**config.mk**
```make
export PLATFORM = sky130hd
export DESIGN_NAME = banked_irq_ctrl
export DESIGN_NICKNAME = d
export VERILOG_FILES = /design/src/rtl/irqc_pkg.sv /design/src/rtl/irqc_bank.sv /design/src/rtl/irqc_shortcut.sv /design/src/rtl/banked_irq_ctrl.sv
export SDC_FILE = /design/constraint.sdc
export NUM_CORES = 1
export LEC_CHECK = 0
export ABC_AREA = 1
export CAP_MARGIN = 25
export CELL_PAD_IN_SITES_DETAIL_PLACEMENT = 1
export CELL_PAD_IN_SITES_GLOBAL_PLACEMENT = 2
export CORE_ASPECT_RATIO = 1.25
export CORE_UTILIZATION = 27
export CTS_BUF_LIST = sky130_fd_sc_hd__clkbuf_16
export CTS_CLUSTER_SIZE = 24
export DETAILED_ROUTE_END_ITERATION = 6
export PLACE_DENSITY = 0.77
export RECOVER_POWER = 25
export SYNTH_ARGS = -nofsm -noshare
export SYNTH_HDL_FRONTEND = slang
export SYNTH_SLANG_ARGS = --single-unit
```
**constraint.sdc**
```tcl
create_clock -name clk -period 2 [get_ports clk]
set_clock_uncertainty 0.15 [all_clocks]
set_input_delay 0.4 -clock clk [delete_from_list [all_inputs] [get_ports clk]]
set_output_delay 0.4 -clock clk [all_outputs]
set_load 0.005 [all_outputs]
```
**src/rtl/irqc_pkg.sv**
```systemverilog
// Shared constants and helpers for the banked interrupt controller.
// Assumes byte offsets fit in 8 bits and that the bus is 32 bits wide.
package irqc_pkg;
    localparam int ADDR_W   = 8;
    localparam int DATA_W   = 32;
    localparam int BASIC_N  = 8;
    localparam int WIDE_N   = 32;
    localparam int SC1_N    = 5;
    localparam int SC2_N    = 6;
    localparam int SUM1_BIT = 8;
    localparam int SUM2_BIT = 9;
    localparam int SC1_LSB  = 10;
    localparam int SC2_LSB  = SC1_LSB + SC1_N;
    localparam int TOP_USED = SC2_LSB + SC2_N;

    localparam logic [ADDR_W-1:0] OFF_PEND0 = 8'h00;
    localparam logic [ADDR_W-1:0] OFF_PEND1 = 8'h04;
    localparam logic [ADDR_W-1:0] OFF_PEND2 = 8'h08;
    localparam logic [ADDR_W-1:0] OFF_EN1   = 8'h10;
    localparam logic [ADDR_W-1:0] OFF_EN2   = 8'h14;
    localparam logic [ADDR_W-1:0] OFF_EN0   = 8'h18;
    localparam logic [ADDR_W-1:0] OFF_DIS1  = 8'h1C;
    localparam logic [ADDR_W-1:0] OFF_DIS2  = 8'h20;
    localparam logic [ADDR_W-1:0] OFF_DIS0  = 8'h24;

    // Home-bank bit index of the k-th shortcut of a wide bank (1 or 2).
    function automatic int sc_home_bit(input int bank, input int k);
        if (bank == 1) begin
            case (k)
                0: return 7;
                1: return 9;
                2: return 10;
                3: return 18;
                default: return 19;
            endcase
        end else begin
            case (k)
                0: return 21;
                1: return 22;
                2: return 23;
                3: return 24;
                4: return 25;
                default: return 30;
            endcase
        end
    endfunction

    // Number of shortcut bits owned by a wide bank.
    function automatic int sc_count(input int bank);
        return (bank == 1) ? SC1_N : SC2_N;
    endfunction

    // Mask of the home-bank bits that own a shortcut.
    function automatic logic [WIDE_N-1:0] sc_mask(input int bank);
        logic [WIDE_N-1:0] m;
        m = '0;
        for (int k = 0; k < sc_count(bank); k++) begin
            m[sc_home_bit(bank, k)] = 1'b1;
        end
        return m;
    endfunction
endpackage

```
**src/rtl/irqc_bank.sv**
```systemverilog
// One bank: samples its level sources once, holds the per-source enables
// (set and clear masks come from the decoder), and presents source AND enable.
// Assumes the decoder never drives set and clear in the same cycle.
module irqc_bank #(
    parameter int W = 32
) (
    input  logic         clk,
    input  logic         rst_n,
    input  logic [W-1:0] src,
    input  logic [W-1:0] set_mask,
    input  logic [W-1:0] clr_mask,
    output logic [W-1:0] pend
);
    logic [W-1:0] src_q;
    logic [W-1:0] en;

    // Register the raw sources so the pending word comes from flops.
    always_ff @(posedge clk) begin
        if (!rst_n) src_q <= '0;
        else        src_q <= src;
    end

    // Enable bits: set by ones in set_mask, cleared by ones in clr_mask.
    always_ff @(posedge clk) begin
        if (!rst_n) en <= '0;
        else        en <= (en | set_mask) & ~clr_mask;
    end

    // Masked pending view.
    assign pend = src_q & en;

    assert_set_bits_R2: assert property (@(posedge clk) disable iff (!rst_n)
        (set_mask != '0 && clr_mask == '0) |=> ((en & $past(set_mask)) == $past(set_mask)));

    assert_clear_bits_R2: assert property (@(posedge clk) disable iff (!rst_n)
        (clr_mask != '0) |=> ((en & $past(clr_mask)) == '0));

    assert_zero_bits_hold_R2: assert property (@(posedge clk) disable iff (!rst_n)
        $past(rst_n) |-> ((en & ~$past(set_mask | clr_mask)) == ($past(en) & ~$past(set_mask | clr_mask))));
endmodule

```
**src/rtl/irqc_shortcut.sv**
```systemverilog
// Derives the shortcut bits and the summary bit of one wide bank from its
// masked pending word. Purely combinational; BANK selects the shortcut list.
module irqc_shortcut
    import irqc_pkg::*;
#(
    parameter int BANK = 1,
    localparam int N   = sc_count(BANK)
) (
    input  logic [WIDE_N-1:0] pend,
    output logic [N-1:0]      sc,
    output logic              summary
);
    localparam logic [WIDE_N-1:0] MASK = sc_mask(BANK);

    // Route each listed home bit to its shortcut position.
    for (genvar k = 0; k < N; k++) begin : g_sc
        assign sc[k] = pend[sc_home_bit(BANK, k)];
    end

    // Summary covers only sources that have no shortcut.
    assign summary = |(pend & ~MASK);
endmodule

```
**src/rtl/banked_irq_ctrl.sv**
```systemverilog
// Top of the three-bank level interrupt controller. Decodes register writes
// into per-bank set/clear masks, assembles the top status word and drives irq.
// Assumes one register access per cycle; reads are combinational.
module banked_irq_ctrl
    import irqc_pkg::*;
(
    input  logic              clk,
    input  logic              rst_n,
    input  logic              bus_we,
    input  logic [ADDR_W-1:0] bus_addr,
    input  logic [DATA_W-1:0] bus_wdata,
    output logic [DATA_W-1:0] bus_rdata,
    input  logic [BASIC_N-1:0] src_basic,
    input  logic [WIDE_N-1:0]  src_bank1,
    input  logic [WIDE_N-1:0]  src_bank2,
    output logic              irq
);
    logic [BASIC_N-1:0] set0, clr0, pend0;
    logic [WIDE_N-1:0]  set1, clr1, pend1;
    logic [WIDE_N-1:0]  set2, clr2, pend2;
    logic [SC1_N-1:0]   sc1;
    logic [SC2_N-1:0]   sc2;
    logic               sum1, sum2;
    logic [DATA_W-1:0]  top_word;

    // Turn a write strobe into per-bank set and clear masks.
    always_comb begin
        set0 = '0; clr0 = '0;
        set1 = '0; clr1 = '0;
        set2 = '0; clr2 = '0;
        if (bus_we) begin
            case (bus_addr)
                OFF_EN0:  set0 = bus_wdata[BASIC_N-1:0];
                OFF_DIS0: clr0 = bus_wdata[BASIC_N-1:0];
                OFF_EN1:  set1 = bus_wdata;
                OFF_DIS1: clr1 = bus_wdata;
                OFF_EN2:  set2 = bus_wdata;
                OFF_DIS2: clr2 = bus_wdata;
                default: ;
            endcase
        end
    end

    irqc_bank #(.W(BASIC_N)) u_bank0 (
        .clk(clk), .rst_n(rst_n), .src(src_basic),
        .set_mask(set0), .clr_mask(clr0), .pend(pend0)
    );
    irqc_bank #(.W(WIDE_N)) u_bank1 (
        .clk(clk), .rst_n(rst_n), .src(src_bank1),
        .set_mask(set1), .clr_mask(clr1), .pend(pend1)
    );
    irqc_bank #(.W(WIDE_N)) u_bank2 (
        .clk(clk), .rst_n(rst_n), .src(src_bank2),
        .set_mask(set2), .clr_mask(clr2), .pend(pend2)
    );

    irqc_shortcut #(.BANK(1)) u_sc1 (.pend(pend1), .sc(sc1), .summary(sum1));
    irqc_shortcut #(.BANK(2)) u_sc2 (.pend(pend2), .sc(sc2), .summary(sum2));

    // Assemble the top status word: basic bits, summaries, shortcuts.
    always_comb begin
        top_word = '0;
        top_word[BASIC_N-1:0]           = pend0;
        top_word[SUM1_BIT]              = sum1;
        top_word[SUM2_BIT]              = sum2;
        top_word[SC1_LSB +: SC1_N]      = sc1;
        top_word[SC2_LSB +: SC2_N]      = sc2;
    end

    // Level request: any reported bit of the top word.
    assign irq = |top_word[TOP_USED-1:0];

    // Read mux: only the three pending words are readable.
    always_comb begin
        case (bus_addr)
            OFF_PEND0: bus_rdata = top_word;
            OFF_PEND1: bus_rdata = pend1;
            OFF_PEND2: bus_rdata = pend2;
            default:   bus_rdata = '0;
        endcase
    end

    assert_irq_level_R9: assert property (@(posedge clk) disable iff (!rst_n)
        irq == ((pend0 != '0) || (pend1 != '0) || (pend2 != '0)));

    assert_upper_zero_R8: assert property (@(posedge clk) disable iff (!rst_n)
        (bus_addr == OFF_PEND0) |-> (bus_rdata[DATA_W-1:TOP_USED] == '0));

    assert_unmapped_zero_R8: assert property (@(posedge clk) disable iff (!rst_n)
        (bus_addr != OFF_PEND0 && bus_addr != OFF_PEND1 && bus_addr != OFF_PEND2)
            |-> (bus_rdata == '0));

    assert_sc_no_summary1_R6: assert property (@(posedge clk) disable iff (!rst_n)
        ((pend1 & ~sc_mask(1)) == '0) |-> !top_word[SUM1_BIT]);

    assert_sc_no_summary2_R6: assert property (@(posedge clk) disable iff (!rst_n)
        ((pend2 & ~sc_mask(2)) == '0) |-> !top_word[SUM2_BIT]);
endmodule

```
* Yosys cells after proc, flatten, opt, wreduce, memory -nomap -nowiden
Cells that the tools add are included.
** Storage, ports and cells
- Bits in registers :: 144
- Output and inout port bits :: 33
- Word-level logic and storage cells :: 43
** Cells by class
- Eq/ne operators :: 8
- Muxes and demuxes :: 13
- Bitwise gates (word level) :: 12
- Reductions and logical operators :: 4
** Operator list (number)
- $mux 32 :: 8
- $and 32x32->32 :: 4
- $pmux 32 s3 :: 1
- $reduce_or 72->1 :: 1
- $not 32->32 :: 2
- $or 32x32->32 :: 2
- $eq 8x5->1 const B :: 4
- $mux 8 :: 4
- $reduce_or 27->1 :: 1
- $reduce_or 26->1 :: 1
- $and 8x8->8 :: 2
- $eq 8x6->1 const B :: 2
- $eq 8x3->1 const B :: 1
- $eq 8x4->1 const B :: 1
- $logic_not 8->1 :: 1
- $not 8->8 :: 1
- $or 8x8->8 :: 1

* Depth between registers and ports, before layout
- Depth in word-level cells :: 5
- Gate-level depth with buffers :: 8
- Gate-level depth less buffers :: 8

* Hierarchy
A second synthesis with hierarchy kept.
** Second synthesis, totals
- Cells, all modules :: 1185
- Area total of the unflattened synthesis :: 7236.9 um^2
** By module, submodules not included
- irqc_bank at u_bank1 ... :: times used 2, cells an instance 327, area each 2339.7 um^2, seq. area each 1281.2 um^2
- banked_irq_ctrl :: times used 1, cells an instance 371, area each 1604.0 um^2, seq. area each 0.0 um^2
- irqc_bank at u_bank0 :: times used 1, cells an instance 82, area each 611.8 um^2, seq. area each 320.3 um^2
- irqc_shortcut at u_sc1 :: times used 1, cells an instance 49, area each 207.7 um^2, seq. area each 0.0 um^2
- irqc_shortcut at u_sc2 :: times used 1, cells an instance 29, area each 133.9 um^2, seq. area each 0.0 um^2

* Worst setup path before layout
Ideal clock, no wire load.
- Path type :: in2out
- Start point :: input bus_addr[0]
- End point :: output bus_rdata[22]
- Data arrival time :: 1.239 ns
- Required time :: 1.450 ns
- Setup slack :: 0.211 ns
- Cell stages on the path :: 7
- Buffers on the path :: 2
- Cells stage by stage :: inv_1 -> nand2_1 -> nor3_2 -> buf_4 -> nand2_2 -> buf_4 -> o22ai_1
** Between the ends
- Word-level cells in the longest chain between the ends :: 2
- Elaborated cells on any way between the ends :: 4
- Those cells by class :: 2 x eq/ne; 1 x mux; 1 x reduce/logical
** RTL lines
- from (decl) :: RTL line banked_irq_ctrl.sv:10 : input logic [ADDR_W-1:0] bus_addr,
- $eq 8x4->1 (tied with other cells) :: RTL line banked_irq_ctrl.sv:75 : case (bus_addr)
- $pmux 32 s3 (*) :: RTL line banked_irq_ctrl.sv:75
- to (decl) :: RTL line banked_irq_ctrl.sv:12 : output logic [DATA_W-1:0] bus_rdata,
Mark *: on every way between the ends. The rest lies on a longest branch, timed or not.

* Worst setup path after layout
- Start point :: input bus_addr[0]
- End point :: output bus_rdata[14]
Same word-level chain as after synthesis.

==> metrics.txt <==
outcome=complete, but fails checks; failing checks=design-rule violations, negative setup slack; unrepaired setup endpoints after global routing=true; initial antenna violation count=0; Pwr Total=7.13 mW; max-cap viol count=0; Yosys cell types=23; port bufs=147; PD cells=668 nW/um2; critical path arrival=around 1.7 ns; WP buf/inv=6; HP Start=u_bank1.en[7]$_SDFF_PN0_; WP depth=10; Met3 Routed Length=1350 um; Reg2Reg Setup Slack=1.00 ns; Seq/Total Area, Yosys=45.6%; CP Data Required Time=1.45 ns; DR top layer=met4; clock slew at reported path FFs=0.06 ns; met2 wire length=14,500 um; CTS Buf Count=17; CP peak stage delay=0.24 ns; CP endpoint=bus_rdata[14]; ANT cells=0; I/O pin count=between 100 and 150; Synthesized Nets=1,032; routed len/inst=18.8 um; post-synthesis register bit count=about 140; htree depth=4; Max clock buf depth=2; first-iteration detailed-routing DRC count=367; peak supply drop=548 uV; Core Footprint=approximately 23,000 um2; hold slack=0.336 ns; commonest non-fill, non-tap cell in the layout=nand2_1; Max Fclk=441 MHz; Final WS setup=-0.269 ns; final period utilization=113%; first-pass GRT wire length=around 42,000 um; Synth-to-Final Area Change=68.6%; final-report setup violation count=33; Crit-path slowest cell=nand4_1; Vias=7,237; Critical Path Start=bus_addr[0]; routed wire length=approximately 28,000 um; Leakage=5.29 nW; GRT Util Overall=23.4%; CP delay by family, top=buffers and inverters; gr ovfl total=0; dpl cells=~1.4k; Most common cell on crit path=buf_6; Final Instance Count excl. Fillers=1,509; Hold Crit Class=reg2reg; ANT nets after route=0; CP Capture Type=output port; TritonCTS clock tree=done; CP Launch Type=input port; row count=62; placer congestion estimate=0.810; crit path max fanout=6; Nets=1,323; post-layout min period=between 2 and 2.5 ns; number of global-route vias before repair=roughly 7.5k; Initial Util=27.6%; commonest non-fill, non-tap cells in the layout=nand2_1, inv_1, dfxtp_1, buf_4, clkdlybuf4s50_1; Worst-Skew Late Latency=0.43 ns; # hold bufs at CTS=0; chip height=173 um; syn avg cell area=6.90 um2; drt first pass iters=7; Yosys warning count=0; Fin. Hold Viols=0; clk sinks=144; DR vias/cell=4.80; layout cells sized above 1=a little under a third; r2r endpoint=u_bank2.en[30]$_SDFF_PN0_; Design Area, Final=10,700 um2; R2R depth=4; die area=approximately 24,000 um2; largest net degree at the start of global routing=48; Cells after Synth=roughly 920; Post-Syn Area=around 6300 um2; critical path type=in2out; Final Max Slew Viols=0; relative slew slack=around two fifths; FF-to-FF Start=u_bank2.en[30]$_SDFF_PN0_; die width=around 140 um; HPWL Detailed=17,600 um; slew of the pin with the lowest slew margin=0.909 ns; crit-path cells=buf_6 > inv_4 > nand4_1 > nor2_4 > buf_12 > buf_8 > buf_6 > nand2_2 > o211ai_1 > buf_2; met1 wire length=between 10,000 and 15,000 um; dpl ws=-0.978 ns; CTS Root Cell=clkbuf_16; Placed Area=8650 um2; DRC errors left=11
[layout make-up]
| type | instances | area [um2] |
|---|---|---|
| clock buffer | 17 | 425 |
| timing repair buffer | 312 | 2980 |
| multi-input combinational | 570 | 3140 |
| tap | 288 | 360 |
| fill | 2785 | 12300 |
| sequential | 144 | 2910 |
| clock inverter | 15 | 216 |
| inverter | 163 | 639 |
[report_power, final]
group | internal, mW | total [mW] | leakage [nW] | switching, mW
registers | 2.95 | 3.00 | 1.19 | 0.0531
logic | 0.325 | 0.608 | 3.79 | 0.284
clock network | 2.21 | 3.52 | 0.310 | 1.31
[stage by stage]
stage	util, %	setup TNS [ns]
final	46.5	-5.75
after global placement	37.7	-42.14
after floorplan	-	0
after CTS	45.0	-12.63
after detailed placement	37.7	-40.76
after global routing	46.5	-10.18
[worst min path at each step]
stage / cells past startpoint / slack [ns] / end
after global routing: 3 / 0.36 / u_bank1.src_q[19]$_SDFF_PN0_
after global placement: 2 / 0.31 / u_bank1.en[10]$_SDFF_PN0_
after detailed placement: 2 / 0.32 / u_bank1.en[9]$_SDFF_PN0_
after floorplan: 2 / 0.30 / u_bank1.en[18]$_SDFF_PN0_
final: 2 / 0.34 / u_bank1.en[7]$_SDFF_PN0_
after CTS: 3 / 0.16 / u_bank2.src_q[8]$_SDFF_PN0_
[synthesized netlist by cell type, drive strengths merged]
library cell	number	area, um2
a21oi	32	160
o21bai	40	300
inv	163	612
nor2	102	388
buf	20	124
nor3	3	20.0
o211ai	19	143
nand3	23	115
dfxtp	144	2880
nand4	24	150
nand2	241	910
nand3b	1	7.51
o21ai	74	370
o22ai	11	68.8
clkbuf	20	77.6
[sequential cells by signal, summed over array words and instances (netlist names)]
signal and cells:
u_bank0.en 8, u_bank0.src_q 8, u_bank1.en 32, u_bank1.src_q 32, u_bank2.en 32, u_bank2.src_q 32
[tightest hold or removal path, delay by kind of cell (launching register included)]
kind	cells	cell delay [ns]
DFF	1	0.32
AOI/OAI and AO/OA	1	0.05
and+or+nand+nor	1	0.08
[routing by layer]
metal	up-vias	global-route usage [%]
li1	3453	-
met5	-	0
met4	0	10.7
met1	3470	26.8
met3	69	3.99
met2	245	42.3
[cell families after synthesis]
group,count (synthesis),synth area share [%]
buffers and inverters,203,12.9
DFF,144,45.6
AOI/OAI and AO/OA,176,16.5
and+or+nand+nor,394,25.1
[timing repair]
item | CTS | global route
hold endpoints to repair | 0 | 0
cloned | 10 | 1
pin swaps | 54 | 75
endpoints found under the setup margin | 33 | 105
resized for setup | 309 | 112
buffers inserted | 63 | 32
No activity file was read; power rests on OpenSTA's default activity.
